$ cat src/rtl/trap_pkg.sv
package trap_pkg;
  typedef enum logic [2:0] {
    ST_IDLE,
    ST_PUSH_PC,
    ST_PUSH_PSW,
    ST_PUSH_SSW,
    ST_LOAD_PC,
    ST_LOAD_SSW,
    ST_DONE
  } trap_state_e;

  localparam int SSW_IE_BIT   = 0;
  localparam int SSW_USER_BIT = 1;
endpackage

$ cat src/rtl/trap_regbank.sv
module trap_regbank #(
  parameter int DATA_W = 32,
  parameter int NREG   = 16,
  parameter int NBANK  = 2,
  parameter int SP_IDX = 15,
  localparam int ADDR_W = $clog2(NREG),
  localparam int BANK_W = (NBANK > 1) ? $clog2(NBANK) : 1
) (
  input  logic              clk,
  input  logic              rst_n,
  input  logic [BANK_W-1:0] rd_bank,
  input  logic [ADDR_W-1:0] rd_addr,
  output logic [DATA_W-1:0] rd_data,
  input  logic              wr_en,
  input  logic [BANK_W-1:0] wr_bank,
  input  logic [ADDR_W-1:0] wr_addr,
  input  logic [DATA_W-1:0] wr_data,
  input  logic [BANK_W-1:0] sp_bank,
  output logic [DATA_W-1:0] sp_rdata,
  input  logic              sp_we,
  input  logic [DATA_W-1:0] sp_wdata
);
  logic [DATA_W-1:0] bank_rd [NBANK];
  logic [DATA_W-1:0] bank_sp [NBANK];

  for (genvar b = 0; b < NBANK; b++) begin : g_bank
    logic [DATA_W-1:0] regs_q [NREG];

    always_ff @(posedge clk or negedge rst_n) begin
      if (!rst_n) begin
        for (int i = 0; i < NREG; i++) regs_q[i] <= '0;
      end else begin
        if (wr_en && wr_bank == BANK_W'(b)) regs_q[wr_addr] <= wr_data;
        if (sp_we && sp_bank == BANK_W'(b)) regs_q[SP_IDX] <= sp_wdata;
      end
    end

    assign bank_rd[b] = regs_q[rd_addr];
    assign bank_sp[b] = regs_q[SP_IDX];
  end

  assign rd_data  = bank_rd[rd_bank];
  assign sp_rdata = bank_sp[sp_bank];
endmodule

$ cat src/rtl/trap_status.sv
module trap_status #(
  parameter int          DATA_W   = 32,
  parameter logic [31:0] RESET_PC = 32'h0
) (
  input  logic              clk,
  input  logic              rst_n,
  input  logic              core_pc_we,
  input  logic [DATA_W-1:0] core_pc_wd,
  input  logic              core_psw_we,
  input  logic [DATA_W-1:0] core_psw_wd,
  input  logic              core_ssw_we,
  input  logic [DATA_W-1:0] core_ssw_wd,
  input  logic              psw_clear,
  input  logic              pc_load,
  input  logic              ssw_load,
  input  logic [DATA_W-1:0] load_data,
  output logic [DATA_W-1:0] pc_q,
  output logic [DATA_W-1:0] psw_q,
  output logic [DATA_W-1:0] ssw_q
);
  always_ff @(posedge clk or negedge rst_n) begin
    if (!rst_n) begin
      pc_q  <= DATA_W'(RESET_PC);
      psw_q <= '0;
      ssw_q <= '0;
    end else begin
      if (pc_load)          pc_q <= load_data;
      else if (core_pc_we)  pc_q <= core_pc_wd;

      if (psw_clear)        psw_q <= '0;
      else if (core_psw_we) psw_q <= core_psw_wd;

      if (ssw_load)         ssw_q <= load_data;
      else if (core_ssw_we) ssw_q <= core_ssw_wd;
    end
  end
endmodule

$ cat src/rtl/trap_ctrl.sv
module trap_ctrl
  import trap_pkg::*;
#(
  parameter int          DATA_W   = 32,
  parameter int          IRQ_W    = 4,
  parameter logic [31:0] VEC_BASE = 32'h0000_1000
) (
  input  logic              clk,
  input  logic              rst_n,
  input  logic              irq_req,
  input  logic [IRQ_W-1:0]  irq_num,
  input  logic              at_boundary,
  input  logic              ie,
  input  logic              mode,
  input  logic [DATA_W-1:0] pc_val,
  input  logic [DATA_W-1:0] psw_val,
  input  logic [DATA_W-1:0] ssw_val,
  input  logic [DATA_W-1:0] sp_val,
  output logic              entry_bank,
  output logic              sp_we,
  output logic [DATA_W-1:0] sp_wdata,
  output logic              psw_clear,
  output logic              pc_load,
  output logic              ssw_load,
  output logic              accept,
  output logic              busy,
  output logic              done,
  output logic              mem_valid,
  input  logic              mem_ready,
  output logic              mem_write,
  output logic [DATA_W-1:0] mem_addr,
  output logic [DATA_W-1:0] mem_wdata
);
  localparam logic [DATA_W-1:0] WORD_BYTES = DATA_W'(4);

  trap_state_e       state_q, state_d;
  logic [IRQ_W-1:0]  irq_q;
  logic [DATA_W-1:0] vec_addr;
  logic [DATA_W-1:0] sp_next;
  logic              xfer;
  logic              is_push;

  assign accept   = (state_q == ST_IDLE) && irq_req && at_boundary && ie;
  assign busy     = (state_q != ST_IDLE);
  assign done     = (state_q == ST_DONE);
  assign is_push  = (state_q == ST_PUSH_PC) || (state_q == ST_PUSH_PSW) ||
                    (state_q == ST_PUSH_SSW);
  assign mem_valid = is_push || (state_q == ST_LOAD_PC) || (state_q == ST_LOAD_SSW);
  assign mem_write = is_push;
  assign xfer     = mem_valid && mem_ready;
  assign sp_next  = sp_val - WORD_BYTES;
  assign vec_addr = DATA_W'(VEC_BASE) + (DATA_W'(irq_q) << 3);

  always_comb begin
    mem_addr  = '0;
    mem_wdata = '0;
    unique case (state_q)
      ST_PUSH_PC:  begin mem_addr = sp_next; mem_wdata = pc_val;  end
      ST_PUSH_PSW: begin mem_addr = sp_next; mem_wdata = psw_val; end
      ST_PUSH_SSW: begin mem_addr = sp_next; mem_wdata = ssw_val; end
      ST_LOAD_PC:  mem_addr = vec_addr;
      ST_LOAD_SSW: mem_addr = vec_addr + WORD_BYTES;
      default: ;
    endcase
  end

  always_comb begin
    state_d = state_q;
    unique case (state_q)
      ST_IDLE:     if (accept) state_d = ST_PUSH_PC;
      ST_PUSH_PC:  if (xfer)   state_d = ST_PUSH_PSW;
      ST_PUSH_PSW: if (xfer)   state_d = ST_PUSH_SSW;
      ST_PUSH_SSW: if (xfer)   state_d = ST_LOAD_PC;
      ST_LOAD_PC:  if (xfer)   state_d = ST_LOAD_SSW;
      ST_LOAD_SSW: if (xfer)   state_d = ST_DONE;
      ST_DONE:                 state_d = ST_IDLE;
      default:                 state_d = ST_IDLE;
    endcase
  end

  assign sp_we     = is_push && xfer;
  assign sp_wdata  = sp_next;
  assign psw_clear = (state_q == ST_PUSH_SSW) && xfer;
  assign pc_load   = (state_q == ST_LOAD_PC) && xfer;
  assign ssw_load  = (state_q == ST_LOAD_SSW) && xfer;

  always_ff @(posedge clk or negedge rst_n) begin
    if (!rst_n) begin
      state_q    <= ST_IDLE;
      irq_q      <= '0;
      entry_bank <= 1'b0;
    end else begin
      state_q <= state_d;
      if (accept) begin
        irq_q      <= irq_num;
        entry_bank <= mode;
      end
    end
  end

  AST_REQ_HELD: assert property (@(posedge clk) disable iff (!rst_n)
    (mem_valid && !mem_ready) |=> (mem_valid && $stable(mem_addr) &&
      $stable(mem_write) && $stable(mem_wdata)));

  AST_DONE_AFTER_LOAD: assert property (@(posedge clk) disable iff (!rst_n)
    (state_q == ST_LOAD_SSW && mem_ready) |=> done);

  AST_DONE_PULSE: assert property (@(posedge clk) disable iff (!rst_n)
    done |=> (!done && !busy));

  AST_SP_STEP: assert property (@(posedge clk) disable iff (!rst_n)
    sp_we |=> (sp_val == $past(sp_val) - WORD_BYTES));
endmodule

$ cat src/rtl/trap_entry_seq.sv
module trap_entry_seq
  import trap_pkg::*;
#(
  parameter int          DATA_W   = 32,
  parameter int          NREG     = 16,
  parameter int          IRQ_W    = 4,
  parameter logic [31:0] VEC_BASE = 32'h0000_1000,
  parameter logic [31:0] RESET_PC = 32'h0000_0000,
  localparam int         RA_W     = $clog2(NREG)
) (
  input  logic              clk,
  input  logic              rst_n,
  input  logic              irq_req,
  input  logic [IRQ_W-1:0]  irq_num,
  input  logic              at_boundary,
  input  logic [RA_W-1:0]   rf_raddr,
  output logic [DATA_W-1:0] rf_rdata,
  input  logic              rf_we,
  input  logic [RA_W-1:0]   rf_waddr,
  input  logic [DATA_W-1:0] rf_wdata,
  input  logic              pc_we,
  input  logic [DATA_W-1:0] pc_wdata,
  input  logic              psw_we,
  input  logic [DATA_W-1:0] psw_wdata,
  input  logic              ssw_we,
  input  logic [DATA_W-1:0] ssw_wdata,
  output logic [DATA_W-1:0] pc,
  output logic [DATA_W-1:0] psw,
  output logic [DATA_W-1:0] ssw,
  output logic              busy,
  output logic              done,
  output logic              mem_valid,
  input  logic              mem_ready,
  output logic              mem_write,
  output logic [DATA_W-1:0] mem_addr,
  output logic [DATA_W-1:0] mem_wdata,
  input  logic [DATA_W-1:0] mem_rdata
);
  logic              accept;
  logic              core_ok;
  logic              entry_bank;
  logic              sp_we;
  logic [DATA_W-1:0] sp_wdata;
  logic [DATA_W-1:0] sp_val;
  logic              psw_clear, pc_load, ssw_load;
  logic              cur_bank;

  assign core_ok  = !busy && !accept;
  assign cur_bank = ssw[SSW_USER_BIT];

  trap_regbank #(
    .DATA_W (DATA_W),
    .NREG   (NREG),
    .NBANK  (2),
    .SP_IDX (NREG - 1)
  ) u_bank (
    .clk      (clk),
    .rst_n    (rst_n),
    .rd_bank  (cur_bank),
    .rd_addr  (rf_raddr),
    .rd_data  (rf_rdata),
    .wr_en    (rf_we && core_ok),
    .wr_bank  (cur_bank),
    .wr_addr  (rf_waddr),
    .wr_data  (rf_wdata),
    .sp_bank  (entry_bank),
    .sp_rdata (sp_val),
    .sp_we    (sp_we),
    .sp_wdata (sp_wdata)
  );

  trap_status #(
    .DATA_W   (DATA_W),
    .RESET_PC (RESET_PC)
  ) u_status (
    .clk         (clk),
    .rst_n       (rst_n),
    .core_pc_we  (pc_we && core_ok),
    .core_pc_wd  (pc_wdata),
    .core_psw_we (psw_we && core_ok),
    .core_psw_wd (psw_wdata),
    .core_ssw_we (ssw_we && core_ok),
    .core_ssw_wd (ssw_wdata),
    .psw_clear   (psw_clear),
    .pc_load     (pc_load),
    .ssw_load    (ssw_load),
    .load_data   (mem_rdata),
    .pc_q        (pc),
    .psw_q       (psw),
    .ssw_q       (ssw)
  );

  trap_ctrl #(
    .DATA_W   (DATA_W),
    .IRQ_W    (IRQ_W),
    .VEC_BASE (VEC_BASE)
  ) u_ctrl (
    .clk         (clk),
    .rst_n       (rst_n),
    .irq_req     (irq_req),
    .irq_num     (irq_num),
    .at_boundary (at_boundary),
    .ie          (ssw[SSW_IE_BIT]),
    .mode        (cur_bank),
    .pc_val      (pc),
    .psw_val     (psw),
    .ssw_val     (ssw),
    .sp_val      (sp_val),
    .entry_bank  (entry_bank),
    .sp_we       (sp_we),
    .sp_wdata    (sp_wdata),
    .psw_clear   (psw_clear),
    .pc_load     (pc_load),
    .ssw_load    (ssw_load),
    .accept      (accept),
    .busy        (busy),
    .done        (done),
    .mem_valid   (mem_valid),
    .mem_ready   (mem_ready),
    .mem_write   (mem_write),
    .mem_addr    (mem_addr),
    .mem_wdata   (mem_wdata)
  );

  AST_ACCEPT_COND: assert property (@(posedge clk) disable iff (!rst_n)
    $rose(busy) |-> $past(irq_req && at_boundary && ssw[SSW_IE_BIT]));

  AST_PSW_ZERO: assert property (@(posedge clk) disable iff (!rst_n)
    done |-> (psw == '0));

  AST_NO_WRITE_IDLE: assert property (@(posedge clk) disable iff (!rst_n)
    (!busy) |-> (!mem_valid));
endmodule

$ cat config.mk
export PLATFORM = sky130hd
export DESIGN_NAME = trap_entry_seq
export DESIGN_NICKNAME = d
export VERILOG_FILES = /design/src/rtl/trap_pkg.sv /design/src/rtl/trap_regbank.sv /design/src/rtl/trap_status.sv /design/src/rtl/trap_ctrl.sv /design/src/rtl/trap_entry_seq.sv
export SDC_FILE = /design/constraint.sdc
export NUM_CORES = 2
export LEC_CHECK = 0
export BUFFER_PORTS_ARGS = -buffer_cell sky130_fd_sc_hd__buf_2
export CORE_UTILIZATION = 65
export CTS_CLUSTER_DIAMETER = 200
export DETAILED_ROUTE_END_ITERATION = 12
export PLACE_DENSITY = 0.94
export SLEW_MARGIN = 20
export SYNTH_ARGS = -nofsm -noshare
export SYNTH_HDL_FRONTEND = slang
export SYNTH_SLANG_ARGS = --single-unit
$ cat constraint.sdc
create_clock -name clk -period 5.6 [get_ports clk]
set_input_delay 1.12 -clock clk [delete_from_list [all_inputs] [get_ports clk]]
set_output_delay 1.12 -clock clk [all_outputs]
set_load 0.05 [all_outputs]
==> run summary <==
run status - finished with violations
violated checks - design-rule violations
P per Cell Area - 518 nW/um2
CTS tree - built
Worst-Margin Slew - 1250 ps
Worst Hold Path Cells - 1
count of flip-flops with a built-in enable after synthesis - 0
proportion of register bits with asynchronous set or reset after synthesis - 1.00
height of the chip - 288 um
critical path launch point type - flip-flop
number of remaining DRC errors - 12
end-of-flow core utilization - 0.743
Net Switching - 11.9 mW
critical path, cell by cell - buf_4, mux2i_1, o221ai_1, a211oi_2, nand4b_1, xnor2_1, nor2_1, buf_2
layout overhead on the synthesized area - 12.8%
Synth cell types - 60
switching share of power - 0.383
met2 usage in global routing - 0.612
sequential group share of total power - 0.410
number of buffers added on ports - 376
layout filler cell count - 4,190
min cycle time layout - 5550 ps
CTS HTree Levels - 3
leakage power - 28.7 nW
final slew viol count - 0
adder-cell share of the synthesized area - 0.000235
worst setup skew after layout - 28.0 ps
global-route wire length before repair - 250,000 um
global-route usage over all layers - 0.411
via total after detailed routing - 37.0k
max incr delay on CP - 680 ps
pin count of the biggest net entering global routing - 120
post-synthesis sequential element count - 1,128
cell types with the largest area share after synthesis - sky130_fd_sc_hd__dfrtp_1 53%, sky130_fd_sc_hd__mux2_2 21%, sky130_fd_sc_hd__mux4_2 14%
Worst Hold Path EP - u_bank.g_bank[1].regs_q[101]
prevailing post-synth register cell - sky130_fd_sc_hd__dfrtp_1
Boundary Pins - 377
total internal power - 19.2 mW
first-pass detailed-route iteration total - 12
remaining max-slew budget at the tightest pin - 0.164
Core Rows - 104
main combinational cell family by area after synthesis - multiplexers
cell depth of the worst flop-to-flop path - 6
worst reg2reg startpoint - u_ctrl.state_q[0]
standard cell with the maximum stage delay on the critical path - sky130_fd_sc_hd__dfrtp_4
M3 GR Usage - 0.147
Die Area - 83,100 um2
clock network latency to the later pin of the worst-skew pair - 710 ps
number of max-cap violations - 0
Inserted Clock Buffers - 111
post-synthesis compound-gate area fraction - 0.0289
hold crit path type - reg2reg
vias per cell - 7.37
total congestion overflow after global routing - 0
final worst path period share - 0.991
starting DRC count in detailed routing - 4,952
Finish-stage setup viols - 0
Setup Total Neg Slack - 0 ps
relative contribution of the clock network to total power - 0.248
Critical R2R Capture - u_bank.g_bank[1].regs_q[483]
portion of the post-synthesis area used by sequential elements - 0.530
vias in the first global route - 38.6k
Critical Path Stages - 8
post-synthesis mux area share - 0.375
post-detailed-route count of antenna-violating nets - 0
detailed-placement wirelength estimate - 95,900 um
area of the core region - 80,800 um2
nets in the synthesized netlist - 3,805
startpoint-to-endpoint class of the critical path - reg2out
critical hold path startpoint - u_bank.g_bank[1].regs_q[101]
routing layer with the top usage in global route - met2
synthesized area divided by synthesized cell count - 14.7 um2
data arrival time of the critical path - 4430 ps
setup repair after global routing missed its margin - false
count of hold buffers inserted by post-cts repair - 0
xor and xnor area share after synthesis - 0.00444
Worst R2R Setup Slack - 1480 ps
post-route setup slack - 52.0 ps
share of cells above drive strength 1 - 0.514
maximum net fanout on the critical path - 28
Critical Path End Type - output port
clock transition at the registers of the reported paths - 60 ps
largest area contributor in the netlist - sky130_fd_sc_hd__dfrtp_1
kind of cell adding the most delay to the critical path - compound AO/OA/AOI/OAI gates
hold violation count in the final report - 0
number of sinks on the clock net - 1,128
buffering stage count on the worst path with inverters included - 2
Ys Warns - 0
pre-CTS setup slack - 904 ps
routed wirelength normalized by instance count - 33.8 um
achievable frequency - 0.180 GHz
initial cell density of the core - 0.659
critical path required time - 4480 ps
final wirelength - 170,000 um
Combinational Power Share - 0.343
RePlAce Congestion - 0.919
initial antenna violation count - 31
combined area of all synthesized cells - 53,200 um2
Gate Count Post-Synth - 3,623
Chip Width - 288 um
post-synthesis simple-gate area fraction - 0.0330
met1 track demand over resource - 0.515
VDD IR-drop max - 0.000532 V
share of the synthesized area in the top cell type - 0.530
maximum clock insertion buffer count - 3
number of nets in the layout - 4,041
buffer cell driving the clock tree root - sky130_fd_sc_hd__clkbuf_16
[worst max path at each step]
stage | end | slack, ps | start
after floorplan | mem_addr[12] | 950 | u_ctrl.entry_bank
after global placement | rf_rdata[16] | 940 | rf_raddr[0]
after detailed placement | rf_rdata[16] | 900 | rf_raddr[0]
after CTS | mem_addr[30] | 200 | u_ctrl.entry_bank
after global routing | mem_addr[31] | 160 | u_ctrl.entry_bank
final | mem_addr[31] | 50 | u_ctrl.entry_bank
[flip-flops by register name (all words and copies together), names as in the netlist]
| register | cells |
|---|---|
| u_status.pc_q | 32 |
| u_bank.g_bank.regs_q | 960 |
| u_ctrl.state_q | 3 |
| u_ctrl.entry_bank | 1 |
| u_bank.bank_sp | 64 |
| u_status.psw_q | 32 |
| u_status.ssw_q | 32 |
| u_ctrl.irq_q | 4 |
[logic make-up after synthesis]
group	count (synthesis)
simple gates	388
fa+ha+maj	1
flops	1128
buf+inv	355
compound gates	262
mux	1462
xor+xnor	27
[routing by layer]
layer / wire length [um] / up-vias / share of wire
li1: - / 13900 / -
met1: 57200 / 18800 / 0.34
met2: 76900 / 3290 / 0.45
met3: 22100 / 1012 / 0.13
met4: 13400 / 28 / 0.079
met5: 219 / - / 0.0013
[cell usage in the layout, fill, tap and decap left out, types with 6 or more instances in the layout]
| master | synthesis | layout |
|---|---|---|
| sky130_fd_sc_hd__dfrtp_1 | 1128 | 1124 |
| sky130_fd_sc_hd__mux2_2 | 1012 | 1012 |
| sky130_fd_sc_hd__buf_2 | 90 | 371 |
| sky130_fd_sc_hd__mux4_2 | 320 | 320 |
| sky130_fd_sc_hd__nand2_1 | 175 | 169 |
| sky130_fd_sc_hd__clkbuf_16 | 0 | 113 |
| sky130_fd_sc_hd__o21ai_0 | 109 | 108 |
| sky130_fd_sc_hd__nor2_1 | 118 | 108 |
| sky130_fd_sc_hd__mux2i_1 | 95 | 95 |
| sky130_fd_sc_hd__a21oi_1 | 69 | 68 |
| sky130_fd_sc_hd__buf_4 | 13 | 66 |
| sky130_fd_sc_hd__a22oi_1 | 53 | 53 |
| sky130_fd_sc_hd__mux2_1 | 35 | 35 |
| sky130_fd_sc_hd__buf_12 | 0 | 31 |
| sky130_fd_sc_hd__clkbuf_1 | 179 | 26 |
| sky130_fd_sc_hd__diode_2 | 0 | 20 |
| sky130_fd_sc_hd__clkbuf_8 | 0 | 20 |
| sky130_fd_sc_hd__xnor2_1 | 18 | 18 |
| sky130_fd_sc_hd__clkinv_2 | 0 | 18 |
| sky130_fd_sc_hd__nor3_1 | 19 | 12 |
| sky130_fd_sc_hd__nor2_4 | 0 | 12 |
| sky130_fd_sc_hd__bufinv_16 | 0 | 10 |
| sky130_fd_sc_hd__nand3_1 | 10 | 9 |
| sky130_fd_sc_hd__xor2_1 | 9 | 9 |
| sky130_fd_sc_hd__inv_1 | 7 | 7 |
| sky130_fd_sc_hd__nor3_2 | 0 | 7 |
| sky130_fd_sc_hd__nor3b_1 | 8 | 7 |
| sky130_fd_sc_hd__nor4_1 | 6 | 6 |
| sky130_fd_sc_hd__nand2b_1 | 7 | 6 |
[cell type report]
cell class,count,area (um2),area share
diodes,20,50.0,0.000834
clock buffers,159,3200,0.0533
clock inverters,36,468,0.00779
inverters,7,26.3,0.000438
multi-input cells,2140,23700,0.395
flip-flops and latches,1128,28200,0.470
well taps,1060,1330,0.0221
repair buffers,471,3020,0.0503
[power groups by stage]
stage | Sequential, mW | Clock, mW | Combinational, mW
2_1_floorplan | 12.7 | 0 | 6.78
3_3_place_gp | 12.3 | 0 | 9.75
3_5_place_dp | 12.5 | 0 | 10.2
4_1_cts | 12.6 | 7.66 | 10.4
5_1_grt | 12.9 | 8.00 | 11.1
6_report | 12.7 | 7.70 | 10.7
[worst reg2reg max path, delay by kind of cell, from the launching register on]
family | cells | cell delay [ps]
buffers and inverters | 1 | 530
flip-flops | 1 | 780
multiplexers | 1 | 360
AND/OR/NAND/NOR | 4 | 2340
[synthesized netlist by cell type (2+ instances only)]
cell type / count
sky130_fd_sc_hd__nor4b_1: 3
sky130_fd_sc_hd__o22ai_1: 2
sky130_fd_sc_hd__nor2b_1: 7
sky130_fd_sc_hd__buf_6: 3
sky130_fd_sc_hd__buf_2: 90
sky130_fd_sc_hd__or4_1: 2
sky130_fd_sc_hd__nand4_1: 3
sky130_fd_sc_hd__buf_1: 63
sky130_fd_sc_hd__a22oi_1: 53
sky130_fd_sc_hd__xnor2_1: 18
sky130_fd_sc_hd__nor3_4: 2
sky130_fd_sc_hd__inv_1: 7
sky130_fd_sc_hd__mux4_2: 320
sky130_fd_sc_hd__nor4_2: 2
sky130_fd_sc_hd__or3_1: 4
sky130_fd_sc_hd__mux2i_1: 95
sky130_fd_sc_hd__a211oi_1: 5
sky130_fd_sc_hd__o21ai_0: 109
sky130_fd_sc_hd__nor2_2: 3
sky130_fd_sc_hd__and2_1: 2
sky130_fd_sc_hd__clkbuf_1: 179
sky130_fd_sc_hd__a221o_1: 4
sky130_fd_sc_hd__mux2_1: 35
sky130_fd_sc_hd__o221ai_1: 3
sky130_fd_sc_hd__dfrtp_1: 1128
sky130_fd_sc_hd__nor3b_1: 8
sky130_fd_sc_hd__nand3_1: 10
sky130_fd_sc_hd__buf_4: 13
sky130_fd_sc_hd__nor4_1: 6
sky130_fd_sc_hd__nor3_1: 19
sky130_fd_sc_hd__o211ai_1: 2
sky130_fd_sc_hd__and3_1: 6
sky130_fd_sc_hd__mux2_2: 1012
sky130_fd_sc_hd__nand4b_1: 3
sky130_fd_sc_hd__xor2_1: 9
sky130_fd_sc_hd__nand2b_1: 7
sky130_fd_sc_hd__a21o_1: 2
sky130_fd_sc_hd__o21a_1: 3
sky130_fd_sc_hd__nor2_1: 118
sky130_fd_sc_hd__nand2_1: 175
sky130_fd_sc_hd__a21oi_1: 69
[stage by stage]
stage	area, um2	hold WS (ps)	power (mW)	std cells
2_1_floorplan	53200	445	19.5	3623
3_5_place_dp	56300	470	22.7	4803
4_1_cts	60000	488	30.7	5000
6_report	60000	484	31.1	5021
5_1_grt	60000	501	31.9	5014
3_3_place_gp	56300	460	22.1	4803
[repair_timing]
item / 4_1_cts / 5_1_grt
endpoints found under the setup margin: 1 / 2
endpoints found under the hold margin: 0 / 0
resized for setup: 0 / 1
buffers inserted: 2 / 1
No activity file was read; power rests on OpenSTA's default activity.
